--- src/rtl/wpn_pkg.sv ---
package wpn_pkg;
  typedef enum logic [2:0] {
    TRIG_LVL_LOW  = 3'b000,
    TRIG_FALL     = 3'b010,
    TRIG_LVL_HIGH = 3'b100,
    TRIG_RISE     = 3'b110,
    TRIG_BOTH     = 3'b111
  } trig_e;

  localparam int WORD_W       = 32;
  localparam int LINES_PER_EN = 32;
  localparam int EN_BASE_B    = 'h010;
  localparam int CFG_BASE_B   = 'h110;
  localparam int MAX_LINES    = 256;
endpackage

--- src/rtl/wpn_regfile.sv ---
module wpn_regfile
  import wpn_pkg::*;
#(
  parameter int NUM_LINES = 64,
  parameter int ADDR_W    = 12
) (
  input  logic                   clk,
  input  logic                   rst,
  input  logic                   reg_wr,
  input  logic                   reg_rd,
  input  logic [ADDR_W-1:0]      reg_addr,
  input  logic [WORD_W-1:0]      reg_wdata,
  output logic [WORD_W-1:0]      reg_rdata,
  output logic [NUM_LINES-1:0]   en_o,
  output logic [3*NUM_LINES-1:0] code_o,
  output logic [NUM_LINES-1:0]   chg_o
);
  localparam int NB     = (NUM_LINES + LINES_PER_EN - 1) / LINES_PER_EN;
  localparam int WIDX_W = ADDR_W - 2;
  localparam logic [WIDX_W-1:0] EN_LO  = WIDX_W'(EN_BASE_B / 4);
  localparam logic [WIDX_W-1:0] EN_HI  = WIDX_W'(EN_BASE_B / 4 + NB);
  localparam logic [WIDX_W-1:0] CFG_LO = WIDX_W'(CFG_BASE_B / 4);
  localparam logic [WIDX_W-1:0] CFG_HI = WIDX_W'(CFG_BASE_B / 4 + NUM_LINES);

  logic [WIDX_W-1:0] widx, bank_idx, line_idx;
  logic              aligned, hit_en, hit_cfg;
  logic [2:0]        cfg_q [NUM_LINES];
  logic [WORD_W-1:0] rd_word;

  assign widx     = reg_addr[ADDR_W-1:2];
  assign aligned  = (reg_addr[1:0] == 2'b00);
  assign hit_en   = aligned && (widx >= EN_LO) && (widx < EN_HI);
  assign hit_cfg  = aligned && (widx >= CFG_LO) && (widx < CFG_HI);
  assign bank_idx = widx - EN_LO;
  assign line_idx = widx - CFG_LO;

  always_ff @(posedge clk) begin
    if (rst) begin
      en_o      <= '0;
      chg_o     <= '0;
      reg_rdata <= '0;
      for (int n = 0; n < NUM_LINES; n++) cfg_q[n] <= 3'b000;
    end else begin
      for (int n = 0; n < NUM_LINES; n++) begin
        if (reg_wr && hit_en && bank_idx == WIDX_W'(n / LINES_PER_EN))
          en_o[n] <= reg_wdata[n % LINES_PER_EN];
        chg_o[n] <= 1'b0;
        if (reg_wr && hit_cfg && line_idx == WIDX_W'(n)) begin
          cfg_q[n] <= reg_wdata[2:0];
          chg_o[n] <= (reg_wdata[2:0] != cfg_q[n]);
        end
      end
      reg_rdata <= reg_rd ? rd_word : '0;
    end
  end

  always_comb begin
    rd_word = '0;
    if (hit_en) begin
      for (int n = 0; n < NUM_LINES; n++)
        if (bank_idx == WIDX_W'(n / LINES_PER_EN)) rd_word[n % LINES_PER_EN] = en_o[n];
    end else if (hit_cfg) begin
      for (int n = 0; n < NUM_LINES; n++)
        if (line_idx == WIDX_W'(n)) rd_word = {{(WORD_W-3){1'b0}}, cfg_q[n]};
    end
  end

  always_comb begin
    for (int n = 0; n < NUM_LINES; n++) code_o[3*n +: 3] = cfg_q[n];
  end

  // a single configuration write touches one line only
  a_r10_flag_onehot: assert property (@(posedge clk) disable iff (rst)
    $onehot0(chg_o));

  // a change flag only follows a write strobe
  a_r10_flag_from_write: assert property (@(posedge clk) disable iff (rst)
    (|chg_o) |-> $past(reg_wr));
endmodule

--- src/rtl/wpn_line.sv ---
module wpn_line
  import wpn_pkg::*;
(
  input  logic       clk,
  input  logic       rst,
  input  logic       raw_i,
  input  logic       en_i,
  input  logic [2:0] code_i,
  output logic       out_o
);
  logic meta_q, sync_q, hist_q, norm;

  always_comb begin
    case (code_i)
      TRIG_LVL_LOW:  norm = ~sync_q;
      TRIG_FALL:     norm = ~sync_q & hist_q;
      TRIG_LVL_HIGH: norm = sync_q;
      TRIG_RISE:     norm = sync_q & ~hist_q;
      TRIG_BOTH:     norm = sync_q ^ hist_q;
      default:       norm = 1'b0;
    endcase
  end

  always_ff @(posedge clk) begin
    if (rst) begin
      meta_q <= 1'b0;
      sync_q <= 1'b0;
      hist_q <= 1'b0;
      out_o  <= 1'b0;
    end else begin
      meta_q <= raw_i;
      sync_q <= meta_q;
      hist_q <= sync_q;
      out_o  <= en_i & norm;
    end
  end

  // a disabled line is silent in the following cycle
  a_r8_disabled_low: assert property (@(posedge clk) disable iff (rst)
    !en_i |=> !out_o);

  // unlisted codes never drive the output
  a_r7_unlisted_quiet: assert property (@(posedge clk) disable iff (rst)
    (code_i == 3'b001 || code_i == 3'b011 || code_i == 3'b101) |=> !out_o);

  // a rising-edge pulse never lasts two cycles
  a_r4_rise_single: assert property (@(posedge clk) disable iff (rst)
    (out_o && $past(code_i) == TRIG_RISE && $past(en_i) && code_i == TRIG_RISE)
      |=> !out_o);
endmodule

--- src/rtl/wake_polarity_norm.sv ---
module wake_polarity_norm
  import wpn_pkg::*;
#(
  parameter int NUM_LINES = 64,
  parameter int ADDR_W    = 12
) (
  input  logic                 clk,
  input  logic                 rst,
  input  logic [NUM_LINES-1:0] raw_in,
  input  logic                 reg_wr,
  input  logic                 reg_rd,
  input  logic [ADDR_W-1:0]    reg_addr,
  input  logic [31:0]          reg_wdata,
  output logic [31:0]          reg_rdata,
  output logic [NUM_LINES-1:0] line_out,
  output logic [NUM_LINES-1:0] cfg_changed
);
  logic [NUM_LINES-1:0]   en_vec;
  logic [3*NUM_LINES-1:0] code_vec;

  initial begin
    if (NUM_LINES < 1 || NUM_LINES > MAX_LINES)
      $error("NUM_LINES out of range");
  end

  wpn_regfile #(.NUM_LINES(NUM_LINES), .ADDR_W(ADDR_W)) u_regs (
    .clk(clk), .rst(rst),
    .reg_wr(reg_wr), .reg_rd(reg_rd), .reg_addr(reg_addr),
    .reg_wdata(reg_wdata), .reg_rdata(reg_rdata),
    .en_o(en_vec), .code_o(code_vec), .chg_o(cfg_changed)
  );

  for (genvar g = 0; g < NUM_LINES; g++) begin : g_line
    wpn_line u_line (
      .clk(clk), .rst(rst),
      .raw_i(raw_in[g]), .en_i(en_vec[g]),
      .code_i(code_vec[3*g +: 3]), .out_o(line_out[g])
    );
  end
endmodule

--- config.mk ---
export PLATFORM = sky130hd
export DESIGN_NAME = wake_polarity_norm
export DESIGN_NICKNAME = d
export VERILOG_FILES = /design/src/rtl/wpn_pkg.sv /design/src/rtl/wpn_regfile.sv /design/src/rtl/wpn_line.sv /design/src/rtl/wake_polarity_norm.sv
export SDC_FILE = /design/constraint.sdc
export NUM_CORES = 1
export LEC_CHECK = 0
export ABC_AREA = 0
export BUFFER_PORTS_ARGS = -buffer_cell sky130_fd_sc_hd__buf_2
export CAP_MARGIN = 20
export CORE_ASPECT_RATIO = 1.75
export CORE_MARGIN = 3
export CORE_UTILIZATION = 60
export DETAILED_ROUTE_END_ITERATION = 10
export PLACE_DENSITY = 0.85
export SYNTH_ARGS = -nofsm -noshare
export SYNTH_HDL_FRONTEND = slang
export SYNTH_SLANG_ARGS = --single-unit
--- constraint.sdc ---
create_clock -name clk -period 7.24 [get_ports clk]
set_input_delay 0.362 -clock clk [delete_from_list [all_inputs] [get_ports clk]]
set_output_delay 0.362 -clock clk [all_outputs]
set_load 0.01 [all_outputs]
==> out/metrics.csv <==
metric,value,unit
Final ANT Viol Nets,0,
Syn Area/Cell,10.0,sq um
CP max FO,29,
Total GRT Usage,0.372,
hold depth,3,
Die W,172,um
Final min period,3100,ps
Worst setup EP type,flip-flop,
post-cts sizing count,0,
most frequent cells in the layout,"dfxtp_1 (416), nor2_1 (324), buf_2 (267), edfxtp_1 (192), xnor2_1 (171)",
DRC violation total after the first TritonRoute iteration,2547,
DPL Wire Length,69600,um
routed len/inst,26.0,um
# fillers,3498,
initial antenna violation count,7,
Mapped Area,29100,sq um
Clock Sinks,608,
register bit count reported by yosys,608,
core area,47900,sq um
"most common cell after layout, fill and taps aside",dfxtp_1,
Post-synth ARST share,0,
Max Freq,323,MHz
slack of the critical path,4140,ps
crit start category,input port,
CTS H-tree lvls,2,
Final Non-Filler Cells,3746,
"Net Count, Synth",3138,
number of placed I/O pins,272,
Worst R2R Path Depth,8,
vias in the first global route,23728,
Final Hold Vio Count,1,
outcome,"complete, but fails checks",
Die ar.,51200,sq um
Critical Path RT,7680,ps
Layout area overhead,12.9,%
gpl congestion,1.08,
Pins Over Slew Limit,0,
cells after synthesis,2898,
Vias/cell,6.23,
RSZ-0062 raised after global routing,no,
Post-synth EDFFs,192,
DRT Wirelength,97300,um
Least-Margin Pin Slew,1170,ps
VDD IR max,0.238,mV
Max-Slew Margin vs Limit,0.214,
pre-CTS setup slack,3590,ps
clk buf depth,3,
violated checks,negative hold slack,
setup_tns,0,ps
proportion of layout cells with a drive suffix above 1,0.146,
busiest grt layer,met2,
HP Class,in2reg,
Initial Util,0.607,
root buffer cell,clkbuf_16,
First-pass DRT Iterations,6,
clk slew on worst S/H paths,70,ps
Power Density,230,nW/um^2
CTS Buf Count,54,
synth warn,0,
Buffers on Ports,271,
register area share after synthesis,0.485,
met2 Use GR,0.620,
met1 Use GR,0.398,
predominant post-synthesis flop cell,dfxtp_1,
largest net degree at the start of global routing,102,
die height,297,um
met3 usage,0.0601,
Setup Skew,25.5,ps
placed cell count,3575,
"Data arrival, critical path",3540,ps
critical path type,in2reg,
Synth cell types,89,
num rows,106,
first-pass GRT wire length,143000,um
clk_lat worst skew,630,ps
crit share post-route,0.428,
setup violators final,0,
Final nets,3286,
CTS tree,done,
total number of vias,23355,
max cap viols,0,
number of remaining DRC errors,0,
leakage power,12.5,nW
"Remaining Overflow, GRT",0,
hold_ws,-1.52,ps
==> metrics by stage <==
step	power, mW	instance area, sq um	utilization
6_report	7.56	32800	0.686
5_1_grt	7.77	32800	0.686
4_1_cts	7.55	32700	0.684
3_5_place_dp	4.49	30300	0.632
3_3_place_gp	4.46	30200	0.631
2_1_floorplan	4.24	29100	-
==> critical path, cell delays in order <==
cell	delay, ps
buf_2	260
nor4_1	540
nand2_1	160
o21ai_0	200
nand3_1	360
nor2_2	160
buf_4	320
nand2_1	360
a311oi_1	800
==> cell type report <==
cell class	instances	area [sq um]	share of cell area
diodes	7	17.5	0.000534
clock buffers	77	1630	0.0497
clock inverters	24	299	0.00911
inverters	148	556	0.0169
multi-input cells	1861	13100	0.399
flip-flops and latches	608	14100	0.429
well taps	648	811	0.0247
repair buffers	373	2310	0.0704
==> registers in the layout, indices dropped and copies added, names as in the netlist <==
signal	flops
g_line.u_line.meta_q	64
u_regs.reg_rdata	32
u_regs.en_o	64
u_regs.cfg_q	192
g_line.u_line.sync_q	64
g_line.u_line.hist_q	64
u_regs.chg_o	64
g_line.u_line.out_o	64
==> path summary, 6_finish.rpt <==
path	slack, ps	from	endpoint
worst max-delay path	4140	reg_addr[4]	u_regs.chg_o[43]
worst max register to register	4720	u_regs.cfg_q[1][5]	u_regs.reg_rdata[2]
worst min register to register	430	g_line[48].u_line.meta_q	g_line[48].u_line.sync_q
worst min-delay path	-2	reg_wdata[7]	u_regs.en_o[7]
==> per-layer routing <==
metal  vias to the layer above  part of all wire  wire, um
met5                         -                 0         0
met1                     11259              0.33     31900
met4                         0              0.11     10800
met2                      1385              0.48     47200
met3                       419             0.077      7480
li1                      10292                 -         -
==> power by group <==
group          leakage (nW)  switching [mW]  total, mW  internal (mW)
clock                 0.964            1.32       3.09           1.77
sequential             5.22           0.166       3.80           3.63
combinational          6.27           0.399      0.672          0.273
total                  12.5            1.89       7.56           5.68
==> synthesized netlist by cell type (all sizes together), types with 88 or more instances <==
| library cell | count | area [sq um] |
|---|---|---|
| dfxtp | 416 | 8330 |
| nor2 | 327 | 1230 |
| edfxtp | 192 | 5770 |
| clkbuf | 180 | 677 |
| xnor2 | 171 | 1500 |
| inv | 148 | 556 |
| nor2b | 141 | 882 |
| mux2i | 139 | 1390 |
| nand2 | 132 | 495 |
| ha | 128 | 1600 |
| buf | 101 | 674 |
| a21oi | 88 | 440 |
==> cells by family (layout without fill, tap and decap cells) <==
family,Yosys count,after routing,synth area share
AOI/OAI and AO/OA,488,488,0.120
xor gates and xnor gates,236,236,0.0711
adders and majority gates,128,128,0.0551
buffers and inverters,429,622,0.0656
DFF,608,608,0.485
muxes,153,153,0.0556
other,0,7,0
and+or+nand+nor,856,856,0.148
==> timing repair <==
item	CTS	global route
setup buffers	0	0
setup endpoints to repair	0	0
endpoints found under the hold margin	55	6
hold buffers	55	6
No activity file was read; power rests on OpenSTA's default activity.
